<file path="config.mk">
export PLATFORM = sky130hd
export DESIGN_NAME = prn_handshake_responder
export DESIGN_NICKNAME = d
export VERILOG_FILES = /design/src/rtl/prn_pkg.sv /design/src/rtl/prn_rst_sync.sv /design/src/rtl/prn_bus_decode.sv /design/src/rtl/prn_status_engine.sv /design/src/rtl/prn_byte_port.sv /design/src/rtl/prn_handshake_responder.sv
export SDC_FILE = /design/constraint.sdc
export NUM_CORES = 1
export LEC_CHECK = 0
export ABC_AREA = 1
export CORE_UTILIZATION = 44
export CTS_CLUSTER_DIAMETER = 30
export CTS_CLUSTER_SIZE = 12
export DETAILED_ROUTE_END_ITERATION = 16
export PLACE_DENSITY_LB_ADDON = 0.3
export REMOVE_ABC_BUFFERS = 1
export SETUP_SLACK_MARGIN = 0.1
export SYNTH_ARGS = -nofsm -noshare
export SYNTH_HDL_FRONTEND = slang
export SYNTH_SLANG_ARGS = --single-unit
</file>
<file path="constraint.sdc">
create_clock -name clk -period 1.11 [get_ports clk]
set_clock_uncertainty 0.2 [all_clocks]
set_input_delay 0.222 -clock clk [delete_from_list [all_inputs] [get_ports clk]]
set_output_delay 0.222 -clock clk [all_outputs]
set_load 0.01 [all_outputs]
</file>
<file path="src/rtl/prn_pkg.sv">
package prn_pkg;
  // Register offsets (decoded by the driver).
  localparam int OFS_DATA = 0;
  localparam int OFS_STAT = 1;
  localparam int OFS_CTRL = 2;

  // Status bit positions.
  localparam int ST_BUSY   = 7;
  localparam int ST_ACK    = 6;
  localparam int ST_PAPER  = 5;
  localparam int ST_ONLINE = 4;
  localparam int ST_ERRN   = 3;

  // Control bit positions.
  localparam int CT_DIR  = 5;
  localparam int CT_IEN  = 4;
  localparam int CT_SEL  = 3;
  localparam int CT_INIT = 2;
  localparam int CT_AFD  = 1;
  localparam int CT_STB  = 0;

  localparam int REG_W = 8;

  localparam logic [REG_W-1:0] STAT_RST =
    (8'd1 << ST_BUSY) | (8'd1 << ST_ACK) | (8'd1 << ST_ONLINE) | (8'd1 << ST_ERRN);
  localparam logic [REG_W-1:0] CTRL_RST = (8'd1 << CT_SEL) | (8'd1 << CT_INIT);

  typedef struct packed {
    logic wr_data;
    logic wr_ctrl;
    logic rd_data;
    logic rd_stat;
    logic rd_ctrl;
  } prn_acc_t;
endpackage

</file>
<file path="src/rtl/prn_rst_sync.sv">
module prn_rst_sync (
  input  logic clk,
  input  logic rst_n,
  output logic rst_sync_n
);
  logic [1:0] sync_q;

  always_ff @(posedge clk or negedge rst_n) begin
    if (!rst_n) begin
      sync_q <= 2'b00;
    end else begin
      sync_q <= {sync_q[0], 1'b1};
    end
  end

  assign rst_sync_n = sync_q[1];
endmodule

</file>
<file path="src/rtl/prn_bus_decode.sv">
module prn_bus_decode
  import prn_pkg::*;
#(
  parameter int ADDR_W = 3
) (
  input  logic              acc_en,
  input  logic              acc_wr,
  input  logic [ADDR_W-1:0] acc_addr,
  output prn_acc_t          acc
);
  localparam logic [ADDR_W-1:0] A_DATA = ADDR_W'(OFS_DATA);
  localparam logic [ADDR_W-1:0] A_STAT = ADDR_W'(OFS_STAT);
  localparam logic [ADDR_W-1:0] A_CTRL = ADDR_W'(OFS_CTRL);

  always_comb begin
    acc = '0;
    if (acc_en) begin
      acc.wr_data = acc_wr  && (acc_addr == A_DATA);
      acc.wr_ctrl = acc_wr  && (acc_addr == A_CTRL);
      acc.rd_data = !acc_wr && (acc_addr == A_DATA);
      acc.rd_stat = !acc_wr && (acc_addr == A_STAT);
      acc.rd_ctrl = !acc_wr && (acc_addr == A_CTRL);
    end
  end
endmodule

</file>
<file path="src/rtl/prn_status_engine.sv">
module prn_status_engine
  import prn_pkg::*;
(
  input  logic             clk,
  input  logic             rst_n,
  input  logic             wr_ctrl,
  input  logic             rd_stat,
  input  logic [REG_W-1:0] wbyte,
  output logic [REG_W-1:0] ctrl_q,
  output logic [REG_W-1:0] stat_q,
  output logic             pend_q,
  output logic             emit
);
  logic [REG_W-1:0] ctrl_d;
  logic [REG_W-1:0] stat_d;
  logic             pend_d;
  logic             upd_en;

  assign upd_en = wr_ctrl | rd_stat;

  // Next state: the handshake is judged against the control value held
  // before the write; the new value is stored afterwards.
  always_comb begin
    ctrl_d = ctrl_q;
    stat_d = stat_q;
    pend_d = pend_q;
    emit   = 1'b0;
    if (wr_ctrl) begin
      if (!wbyte[CT_INIT]) begin
        stat_d = STAT_RST;
      end else if (wbyte[CT_SEL]) begin
        if (wbyte[CT_STB]) begin
          stat_d[ST_BUSY] = 1'b0;
          emit            = !ctrl_q[CT_STB];
        end else if (ctrl_q[CT_IEN]) begin
          pend_d = 1'b1;
        end
      end
      ctrl_d = wbyte;
    end
    if (rd_stat) begin
      pend_d = 1'b0;
      if (!stat_q[ST_BUSY] && !ctrl_q[CT_STB]) begin
        if (stat_q[ST_ACK]) begin
          stat_d[ST_ACK] = 1'b0;
        end else begin
          stat_d[ST_ACK]  = 1'b1;
          stat_d[ST_BUSY] = 1'b1;
        end
      end
    end
  end

  always_ff @(posedge clk or negedge rst_n) begin
    if (!rst_n) begin
      ctrl_q <= CTRL_RST;
      stat_q <= STAT_RST;
      pend_q <= 1'b0;
    end else if (upd_en) begin
      ctrl_q <= ctrl_d;
      stat_q <= stat_d;
      pend_q <= pend_d;
    end
  end
endmodule

</file>
<file path="src/rtl/prn_byte_port.sv">
module prn_byte_port #(
  parameter int DATA_W = 8
) (
  input  logic              clk,
  input  logic              rst_n,
  input  logic              wr_data,
  input  logic [DATA_W-1:0] wdata,
  input  logic              emit,
  output logic [DATA_W-1:0] data_q,
  output logic              byte_valid,
  output logic [DATA_W-1:0] byte_data
);
  logic [DATA_W-1:0] data_d;
  logic [DATA_W-1:0] out_d;

  always_comb begin
    data_d = wr_data ? wdata : data_q;
    out_d  = emit ? data_q : byte_data;
  end

  always_ff @(posedge clk or negedge rst_n) begin
    if (!rst_n) begin
      data_q <= '1;
    end else if (wr_data) begin
      data_q <= data_d;
    end
  end

  always_ff @(posedge clk or negedge rst_n) begin
    if (!rst_n) begin
      byte_valid <= 1'b0;
    end else begin
      byte_valid <= emit;
    end
  end

  always_ff @(posedge clk or negedge rst_n) begin
    if (!rst_n) begin
      byte_data <= '0;
    end else if (emit) begin
      byte_data <= out_d;
    end
  end
endmodule

</file>
<file path="src/rtl/prn_handshake_responder.sv">
module prn_handshake_responder
  import prn_pkg::*;
#(
  parameter int ADDR_W    = 3,
  parameter int DATA_W    = 8,
  parameter bit HONOR_DIR = 1'b1
) (
  input  logic              clk,
  input  logic              rst_n,
  input  logic              acc_en,
  input  logic              acc_wr,
  input  logic [ADDR_W-1:0] acc_addr,
  input  logic [DATA_W-1:0] acc_wdata,
  output logic [DATA_W-1:0] acc_rdata,
  output logic              irq,
  output logic              byte_valid,
  output logic [DATA_W-1:0] byte_data
);
  localparam logic [DATA_W-1:0] IDLE_READ = '1;

  logic             rst_sync_n;
  prn_acc_t         acc;
  logic [REG_W-1:0] ctrl_q;
  logic [REG_W-1:0] stat_q;
  logic             pend_q;
  logic             emit;
  logic [DATA_W-1:0] data_q;
  logic [DATA_W-1:0] data_view;

  prn_rst_sync u_rst (
    .clk        (clk),
    .rst_n      (rst_n),
    .rst_sync_n (rst_sync_n)
  );

  prn_bus_decode #(.ADDR_W(ADDR_W)) u_dec (
    .acc_en   (acc_en),
    .acc_wr   (acc_wr),
    .acc_addr (acc_addr),
    .acc      (acc)
  );

  prn_status_engine u_eng (
    .clk     (clk),
    .rst_n   (rst_sync_n),
    .wr_ctrl (acc.wr_ctrl),
    .rd_stat (acc.rd_stat),
    .wbyte   (acc_wdata[REG_W-1:0]),
    .ctrl_q  (ctrl_q),
    .stat_q  (stat_q),
    .pend_q  (pend_q),
    .emit    (emit)
  );

  prn_byte_port #(.DATA_W(DATA_W)) u_port (
    .clk        (clk),
    .rst_n      (rst_sync_n),
    .wr_data    (acc.wr_data),
    .wdata      (acc_wdata),
    .emit       (emit),
    .data_q     (data_q),
    .byte_valid (byte_valid),
    .byte_data  (byte_data)
  );

  generate
    if (HONOR_DIR) begin : g_dir
      assign data_view = ctrl_q[CT_DIR] ? IDLE_READ : data_q;
    end else begin : g_nodir
      assign data_view = data_q;
    end
  endgenerate

  always_comb begin
    acc_rdata = IDLE_READ;
    if (acc.rd_data) acc_rdata = data_view;
    if (acc.rd_stat) acc_rdata = DATA_W'(stat_q);
    if (acc.rd_ctrl) acc_rdata = DATA_W'(ctrl_q);
  end

  assign irq = pend_q & ctrl_q[CT_IEN];
endmodule

</file>
== Word level (Yosys, flattened, before mapping) ==
Index checks and enable logic that the tools add are counted.
Cells by class
  equal/unequal tests: 3
  bitwise operators: 2
  reduce and logical (&&, ||, !) cells: 16
  muxes and demuxes: 24
Operators with widths (number)
  8-bit two-way mux: 5
  1-bit two-way mux: 15
  2-bit nonzero test: 4
  7-bit two-way mux: 1
  1-bit logical AND: 6
  6-bit AND reduction: 1
  5-bit two-way mux: 1
  2-bit two-way mux: 2
  3-bit by 1-bit == test with 1-bit output, second input constant: 1
  3-bit by 2-bit == test with 1-bit output, second input constant: 1
  1-bit logical NOT: 3
  3-bit logical NOT: 1
  2-bit by 1-bit != test with 1-bit output, second input constant: 1
  2-bit AND reduction: 1
  1-bit AND: 1
  1-bit OR: 1
Storage, ports and cells
  flip-flop bits (word level): 30
  output and inout bits: 18
  logic and storage cells: 52

== Depth between registers and ports, before layout ==
Gate-level depths: netlist (run 1).
  word-level depth: 7
  mapped depth: 7

== By module ==
From an unflattened synthesis (run 1), not the netlist that was laid out.
Unflattened totals
  cells, all modules: 211
  area total of the unflattened synthesis: 1599.0 um^2
By module, submodules not included
  prn_byte_port: area an instance 645.6 um^2, sequential area each 435.4 um^2, instances 1, cells each 69
  prn_status_engine: area an instance 530.5 um^2, sequential area each 280.3 um^2, instances 1, cells each 61
  prn_handshake_responder: area an instance 312.8 um^2, sequential area each 0.0 um^2, instances 1, cells each 64
  prn_bus_decode: area an instance 56.3 um^2, sequential area each 0.0 um^2, instances 1, cells each 14
  prn_rst_sync: area an instance 53.8 um^2, sequential area each 50.0 um^2, instances 1, cells each 3

== Least setup slack after synthesis (run 1) ==
Ideal clock, no wire load.
  kind: reg2reg
  from: register u_eng.ctrl_q[0]
  to: register u_port.byte_data[4]
  slack: -0.237 ns
  cell stages (with the launch flop): 8
  required time: 0.792 ns
  clock period less this slack: 1.347 ns
  data arrival time: 1.029 ns
  library setup time: 0.118 ns
  cell sequence: dfrtp_1 inv_1 nand3_1 nor2_2 nand2_2 buf_4 nand2_1 o21ai_2
Between the ends
  longest elaborated chain between the ends: 5
RTL lines
  start, declared: RTL line prn_status_engine.sv:9  | output logic [REG_W-1:0] ctrl_q,
  start signal, assigned: RTL line prn_status_engine.sv:60  | ctrl_q <= ctrl_d;
  1-bit logical NOT: RTL line prn_status_engine.sv:34  | emit = !ctrl_q[CT_STB];
  1-bit two-way mux: RTL line prn_status_engine.sv:32  | if (wbyte[CT_STB]) begin
  1-bit two-way mux: RTL line prn_status_engine.sv:31  | end else if (wbyte[CT_SEL]) begin
  1-bit two-way mux: RTL line prn_status_engine.sv:29  | if (!wbyte[CT_INIT]) begin
  1-bit two-way mux: RTL line prn_status_engine.sv:28  | if (wr_ctrl) begin
  end signal, assigned: RTL line prn_byte_port.sv:41  | byte_data <= out_d;
  end, declared: RTL line prn_byte_port.sv:11  | output logic [DATA_W-1:0] byte_data
No other way between the ends.
A chain may end at the register's enable or synchronous reset.

== Worst setup path after layout (run 1) ==
  from: register u_eng.stat_q[7]
  to: output port acc_rdata[7]
Between the ends
  longest elaborated chain between the ends: 2
RTL lines
  start, declared: RTL line prn_status_engine.sv:10  | output logic [REG_W-1:0] stat_q,
  start signal, assigned: RTL line prn_status_engine.sv:61  | stat_q <= stat_d;
  8-bit two-way mux: RTL line prn_handshake_responder.sv:77  | if (acc.rd_stat) acc_rdata = DATA_W'(stat_q);
  8-bit two-way mux: RTL line prn_handshake_responder.sv:78  | if (acc.rd_ctrl) acc_rdata = DATA_W'(ctrl_q);
  end, declared: RTL line prn_handshake_responder.sv:14  | output logic [DATA_W-1:0] acc_rdata,
No other way between the ends.

==> impl_metrics.ini, run 1 <==
[outcome]
status = finished, violations left
violations = setup timing

[cells_and_area]
most-common-layout-cells = 34 x nand2_1, 28 x buf_6, 27 x buf_4, 23 x nand2_2, 20 x o21ai_2
utilization = 0.850
diodes = 0
multiInputGateArea_um2 = 848
drive_above_1_share = 0.661
final_cell_area_mm2 = 0.00264
syn_to_final_growth_pct = 79.1
regArea_um2 = 766
layout.nets = 288
nFillCells = 157
final_common_cell = nand2_1

[power_and_ir_drop]
clockPowerShare = 0.207
p_sw_frac = 0.334
p_leak_nw = 1.31
combPwrFrac = 0.346
p_switching_mw = 1.12
vdd_drop_max_v = 0.00120
pwr_density_cell_mw_per_mm2 = 1270
pwr-share-seq = 0.447
internal_power_mw = 2.23

[critical_path]
end_kind = output port
r2r-end = u_port.byte_data[0]$_DFFE_PN0P_
crit_path_top_delay_cell = dfstp_2
critPathRequiredTime_ps = 690
rr_worst_depth = 6
worst-setup-path-type = flip-flop to output port
path_max_fanout = 2
path_cells = inv_2, nand2_2, o21ai_2, nor2_2, buf_2
cp_slowest_stage_delay_ps = 560
critPathLaunchType = flip-flop
crit_arrival_ps = 1420
r2r-start = u_eng.ctrl_q[0]$_DFFE_PN0P_
rrSetupSlack_ps = -290

[synth]
synth_top_family_by_area = simple AND/OR/NAND/NOR gates
mappedNetlistArea_mm2 = 0.00147
yosys.area_share.simple = 0.286
ys_types = 23
synthMuxAreaShare = 0
synth-xor-area-share = 0
ys_ff_latch = 30
ys_seq_area_frac = 0.520
synth_compound_area_frac = 0.106
synthAdderAreaFrac = 0
yosysTopAreaCell = dfrtp_1
synth_warnings = 0
syn_area_per_cell_um2 = 8.18
netlist_instances = 180
synthTopCellsByArea = dfrtp_1 31%, dfstp_2 21%, nand2_1 15%, inv_1 6.6%, o21ai_0 6.1%
synth_top_area_frac = 0.306

[job]
maxCapViolCount = 0

[timing]
drv_slew = 0
rsz0062_at_grt = yes
setup_violations = 30
fmax_mhz = 542
timing.hold.ws_ps = 12.9
fin_crit_sh = 1.66
fin_ws_ps = -734
min_period_ps = 1840
finalHoldViolCount = 0

[routing]
routedWlPerCell_um = 18.9
num_vias = 1768
drc = 0
drt-pass1-iter-count = 4
wl_um = 6020
viasPerCell = 5.56
ant_nets = 0
drt_iter0_markers = 154

[placement]
dp_slack_ps = -1290
place_area_mm2 = 0.00206
io_buffers = 32
hpwl_um = 2640
gp_congestion = 0.994

[grt]
track_usage = 0.302
grt_pass1_vias = 1576
grt_pass1_wl_um = 7620
grt_max_degree = 29
grt_antenna_before_repair = 0
gr-total-overflow = 0

[clock_tree]
ctsHtreeMaxLevel = 2
cts_tree = built
clockRootBuffer = clkbuf_4
insertion_delay_ps = 340
clk_path_buf_depth = 2
cts_buffers = 5
cts_num_sinks = 30
clk_pin_slew_ps = 100

[floorplan]
die-area_mm2 = 0.00358
rows = 20
initial_core_util = 0.475
die_w_um = 59.9
core_area_mm2 = 0.00310
die_h_um = 59.9
ios = 33

[hold_path]
hp-class = flip-flop to async pin
Yosys cell counts:
cell,n
a21oi_1,2
buf_2,1
buf_4,2
conb_1,1
dfrtp_1,18
dfstp_2,12
inv_1,26
inv_2,2
nand2_1,60
nand2_2,1
nand3_1,12
nand3_2,1
nand3b_1,1
nand3b_4,1
nand4_1,1
nor2_1,6
nor2_2,4
nor2_4,3
nor3_1,1
o21a_1,1
o21ai_0,18
o21ai_1,1
o21ai_2,5
critical path: cells and delay by family (launching register included):
kind | cells | cell delay (ps)
buffers and inverters | 2 | 220
and+or+nand+nor | 2 | 240
AOI/OAI and AO/OA | 1 | 80
DFF | 1 | 560
through the flow:
stage	instances	TNS [ps]	power, mW
6_report	318	-9880	3.35
5_1_grt	318	-11050	3.48
4_1_cts	313	-8780	3.11
3_5_place_dp	280	-28920	2.13
3_3_place_gp	280	-27240	2.09
2_1_floorplan	177	-3280	1.72
cell type report:
type | instances | share of cell area
multi-input combinational | 120 | 0.322
timing repair buffer | 88 | 0.300
sequential | 30 | 0.290
inverter | 28 | 0.0446
clock buffer | 7 | 0.0209
tap | 44 | 0.0209
clock inverter | 1 | 0.00190
flip-flops by register name (all words and copies together), names as in the netlist:
name and count:
u_rst.sync_q 2, u_port.byte_valid 1, u_port.byte_data 8, u_port.data_q 8
u_eng.pend_q 1, u_eng.ctrl_q 8, u_eng.stat_q 2
kinds of logic after synthesis:
family          Yosys count
simple gates             91
buf+inv                  31
flops                    30
compound gates           27
other cells               1
metal layers:
metal  wire length, µm  vias up  track usage  part of all wire
met1              2280      857        0.370              0.38
met5                 0        -            0                 0
met4               391        0        0.173             0.065
met2              2920      115        0.492              0.48
met3               434       49       0.0628             0.072
li1                  -      747            -                 -
what timing repair did:
item / 4_1_cts / 5_1_grt
buffers inserted: 24 / 11
pin swaps: 26 / 31
hold buffers: 1 / 0
gates resized for setup: 183 / 47
setup endpoints to repair: 46 / 45
hold endpoints to repair: 2 / 0
gates cloned: 1 / 1
worst max-delay path by stage:
stage	start	to	cells past startpoint
finish	u_eng.stat_q[7]$_DFFE_PN1P_	acc_rdata[7]	5
global route	u_eng.ctrl_q[5]$_DFFE_PN0P_	acc_rdata[2]	6
CTS	u_eng.ctrl_q[5]$_DFFE_PN0P_	acc_rdata[2]	6
detailed placement	acc_en	acc_rdata[6]	8
global placement	acc_en	acc_rdata[6]	8
floorplan	acc_wr	acc_rdata[6]	7
power groups by stage:
stage	sequential (mW)	combinational (mW)	clock, mW
3_5_place_dp	1.45	0.681	0
4_1_cts	1.45	0.970	0.687
3_3_place_gp	1.44	0.653	0
5_1_grt	1.51	1.22	0.743
2_1_floorplan	1.45	0.278	0
6_report	1.50	1.16	0.692
No activity file was read; power rests on OpenSTA's default activity.
==> inputs of run 2 (changes only) <==
Settings changed: CAP_MARGIN set to 20, SKIP_CTS_REPAIR_TIMING set to 1, SLEW_MARGIN set to 10.
==> impl_metrics.ini, run 2 (synthesis results as in run 1) <==
[cells_and_area]
most-common-layout-cells = 42 x nand2_1, 25 x buf_4, 19 x inv_1, 18 x dfrtp_1
diodes = 0
multiInputGateArea_um2 = 752
syn_to_final_growth_pct = 62.7
nFillCells = 216
reg_top3 = u_eng.ctrl_q: 8 flops, u_port.byte_data: 8 flops, u_port.data_q: 8 flops
drive_above_1_share = 0.525
layout.nets = 273
utilization = 0.772
regArea_um2 = 766
final_common_cell = nand2_1

[critical_path]
crit_path_top_delay_cell = dfstp_2
end_kind = output port
worst-setup-path-type = flip-flop to output port
critPathLaunchType = flip-flop
cp_slowest_stage_delay_ps = 560
critical_path.startpoint = u_eng.stat_q[7]$_DFFE_PN1P_
r2r-start = u_eng.ctrl_q[0]$_DFFE_PN0P_
critPathRequiredTime_ps = 690
path_cells = inv_2, nand2_2, o21ai_2, nor2_1, buf_2
path_delay_family = flip-flops
path_max_fanout = 2
crit_arrival_ps = 1400
critPathBufInv = 2

[grt]
gr-max-usage-layer = met2
grt_antenna_before_repair = 0
gr-usage-met3 = 0.0498
grt_pass1_vias = 1329
grt_pass1_wl_um = 5750
track_usage = 0.221
globalRouteMet1Util = 0.253
gr-usage-met2 = 0.389
grt_max_degree = 29
gr-total-overflow = 0

[clock_tree]
ctsHtreeMaxLevel = 2
cts_buffers = 5
insertion_delay_ps = 340
clk_pin_slew_ps = 110
clockRootBuffer = clkbuf_4
cts_num_sinks = 30
clk_path_buf_depth = 2
cts_tree = built

[hold_path]
hp-class = flip-flop to async pin

[outcome]
violations = setup timing
status = finished, violations left

[timing]
fin_crit_sh = 1.64
drv_slew = 0
fin_ws_ps = -710
fmax_mhz = 549
finalSetupTns_ps = -10340
min_period_ps = 1820
finalHoldViolCount = 0
setup_violations = 38
rsz0062_at_grt = yes

[routing]
ant_nets = 0
viasPerCell = 5.29
routedWlPerCell_um = 16.7
drt-pass1-iter-count = 4
num_vias = 1604
drc = 0
drt_iter0_markers = 102
wl_um = 5060

[floorplan]
ios = 33
core_area_mm2 = 0.00310
die_w_um = 59.9
die-area_mm2 = 0.00358
initial_core_util = 0.475
rows = 20
die_h_um = 59.9

[power_and_ir_drop]
pwr_density_cell_mw_per_mm2 = 1290
p_leak_nw = 1.24
vdd_drop_max_v = 0.000998

[job]
maxCapViolCount = 0

[placement]
hpwl_um = 2640
io_buffers = 32
gp_congestion = 0.994
[run 2: cell types whose count changed in the layout (fill, tap and decap cells not counted), moves of 7 or more]
cell	previous run	this run
buf_6	28	10
nand2_2	23	15
buf_2	18	4
clkbuf_2	1	13
nand2_1	34	42
dlymetal6s2s_1	0	7
[run 2: cell type report]
| cell class | count | share of cell area |
|---|---|---|
| flip-flops and latches | 30 | 0.320 |
| inverters | 28 | 0.0449 |
| multi-input cells | 120 | 0.314 |
| repair buffers | 73 | 0.274 |
| well taps | 44 | 0.0230 |
| clock buffers | 7 | 0.0230 |
| clock inverters | 1 | 0.00209 |
[run 2: power by group]
| group | switching [mW] | internal [mW] | leakage (nW) |
|---|---|---|---|
| sequential | 0.139 | 1.34 | 0.362 |
| combinational | 0.461 | 0.443 | 0.845 |
| clock | 0.403 | 0.307 | 0.0353 |
| total | 1.00 | 2.09 | 1.24 |
[run 2: final timing paths]
kind,cells past startpoint,slack [ps],endpoint
setup / recovery,5,-710,acc_rdata[7]
min in group clk,4,100,u_eng.ctrl_q[3]$_DFFE_PN1P_
hold / removal,1,10,u_eng.pend_q$_DFFE_PN0P_
max in group asynchronous,2,210,u_rst.sync_q[1]$_DFF_PN0_
hold reg to reg,1,10,u_eng.pend_q$_DFFE_PN0P_
setup reg to reg,6,-280,u_port.byte_data[2]$_DFFE_PN0P_
[run 2: through the flow]
stage	setup slack [ps]	power [mW]	cell area, µm²	hold slack, ps	instances
floorplan	-213	1.72	1450	-274	177
global placement	-1250	2.09	2060	15.5	280
detailed placement	-1290	2.13	2060	21.8	280
CTS	-1310	2.81	2120	-156	288
global route	-722	3.21	2400	47.3	303
finish	-710	3.09	2400	14.2	303
[run 2: metal layers]
| layer | vias to the layer above | share of wire |
|---|---|---|
| met5 | - | 0 |
| met4 | 0 | 0.065 |
| met3 | 40 | 0.055 |
| met2 | 83 | 0.52 |
| met1 | 764 | 0.36 |
| li1 | 717 | - |
==> inputs of run 3 (changes only) <==
Settings changed: GPL_ROUTABILITY_DRIVEN set to 0.
==> impl_metrics.ini, run 3 (synthesis results as in run 1) <==
[cells_and_area]
diodes = 0
most-common-layout-cells = 49 x nand2_1, 34 x buf_4, 19 x inv_1, 18 x dfrtp_1, 13 x clkbuf_2
syn_to_final_growth_pct = 61.5
drive_above_1_share = 0.517
final_common_cell = nand2_1
reg_top3 = u_eng.ctrl_q: 8 flops, u_port.byte_data: 8 flops, u_port.data_q: 8 flops
layout.nets = 279
fin_cells = 309

[power_and_ir_drop]
pwr-share-seq = 0.443
combPwrFrac = 0.277
p_switching_uw = 982
vdd_drop_max_v = 0.00102
pwr_density_cell_mw_per_mm2 = 1400
p_sw_frac = 0.296
clockPowerShare = 0.280
internal_power_mw = 2.34
p_leak_nw = 1.25

[floorplan]
die_h_um = 59.9
core_area_mm2 = 0.00310
die-area_mm2 = 0.00358
initial_core_util = 0.475
ios = 33
die_w_um = 59.9
rows = 20

[placement]
io_buffers = 32
hpwl_um = 2740
placed_cells = 280

[critical_path]
critPathRequiredTime_ps = 690
rrSetupSlack_ps = -260
end_kind = output port
critPathLaunchType = flip-flop
r2r-start = u_eng.ctrl_q[0]$_DFFE_PN0P_
worst-setup-path-type = flip-flop to output port
crit_arrival_ps = 1390
rr_worst_depth = 6
path_max_fanout = 2
r2r-end = u_port.byte_data[1]$_DFFE_PN0P_

[routing]
routedWlPerCell_um = 15.8
drt-pass1-iter-count = 4
ant_nets = 0
wl_um = 4880
drt_iter0_markers = 83
num_vias = 1597
viasPerCell = 5.17
drc = 0

[clock_tree]
cts_num_sinks = 30
cts_tree = built
insertion_delay_ps = 340
cts_buffers = 5
clockRootBuffer = clkbuf_4
ctsHtreeMaxLevel = 2
clk_path_buf_depth = 2
clk_pin_slew_ps = 100

[timing]
timing.hold.ws_ps = 28.8
finalHoldViolCount = 0
rsz0062_at_grt = yes
min_period_ps = 1810
setup_violations = 29
fin_crit_sh = 1.63
fmax_mhz = 551
fin_ws_ps = -704
drv_slew = 0

[hold_path]
hp-class = flip-flop to async pin

[grt]
grt_pass1_wl_um = 6040
grt_pass1_vias = 1390
track_usage = 0.233
gr-total-overflow = 0
grt_antenna_before_repair = 0
globalRouteMet1Util = 0.274
gr-usage-met2 = 0.375
grt_max_degree = 29
gr-usage-met3 = 0.0736
gr-max-usage-layer = met2

[outcome]
status = finished, violations left
violations = setup timing

[job]
maxCapViolCount = 0
==> run 3: cell count changes in the layout (fill, tap and decap cells not counted), moves of 3 or more <==
cell | before | now
buf_2 | 4 | 8
buf_4 | 25 | 34
dlymetal6s2s_1 | 7 | 4
nand2_1 | 42 | 49
nand2_2 | 15 | 9
nand3_1 | 10 | 7
nand3_2 | 2 | 6
o21ai_1 | 7 | 12
o21ai_2 | 15 | 9
==> run 3: how the worst max path moves through the flow <==
stage / to / slack, ps / cells past startpoint / startpoint
3_5_place_dp: acc_rdata[7] / -1290 / 8 / acc_addr[1]
2_1_floorplan: acc_rdata[6] / -210 / 7 / acc_wr
4_1_cts: acc_rdata[3] / -1330 / 8 / acc_addr[1]
5_1_grt: acc_rdata[6] / -750 / 5 / u_eng.ctrl_q[5]$_DFFE_PN0P_
6_report: acc_rdata[6] / -700 / 5 / u_port.data_q[6]$_DFFE_PN1P_
3_3_place_gp: acc_rdata[6] / -1250 / 8 / acc_en
==> run 3: per-layer routing <==
metal | up-vias | wire [µm] | share of wire
met5 | - | 0 | 0
met4 | 0 | 252 | 0.052
met3 | 26 | 249 | 0.051
met2 | 56 | 2490 | 0.51
met1 | 791 | 1880 | 0.39
li1 | 724 | - | -
==> run 3: stage by stage <==
stage	power, mW	util	worst slack [ps]	setup TNS, ps	instance area [µm²]
CTS	3.06	0.690	-1330	-23870	2140
finish	3.32	0.767	-704	-9240	2380
global placement	2.09	0.663	-1250	-27260	2060
floorplan	1.72	-	-213	-3280	1450
global route	3.45	0.767	-753	-10550	2380
detailed placement	2.14	0.663	-1290	-29490	2060
==> run 3: area by class of cell <==
| class | instances | area, µm² |
|---|---|---|
| Tap cell | 44 | 55.1 |
| Clock inverter | 1 | 30.0 |
| Inverter | 28 | 110 |
| Multi-Input combinational cell | 120 | 719 |
| Clock buffer | 7 | 55.1 |
| Sequential cell | 30 | 766 |
| Timing Repair Buffer | 79 | 643 |
| Fill cell | 221 | 724 |
==> run 3: power groups by stage <==
stage | Combinational (mW) | Clock, mW | Sequential, mW
2_1_floorplan | 0.278 | 0 | 1.45
3_3_place_gp | 0.653 | 0 | 1.44
3_5_place_dp | 0.683 | 0 | 1.45
4_1_cts | 0.686 | 0.935 | 1.43
5_1_grt | 0.988 | 0.978 | 1.48
6_report | 0.919 | 0.929 | 1.47
==> run 3: critical path, cell delays in order, from the launching register on <==
cell and delay, ps:
dfstp_2 540, inv_1 70, nand3_1 130, nand2_1 100, nand2_1 80, buf_2 120
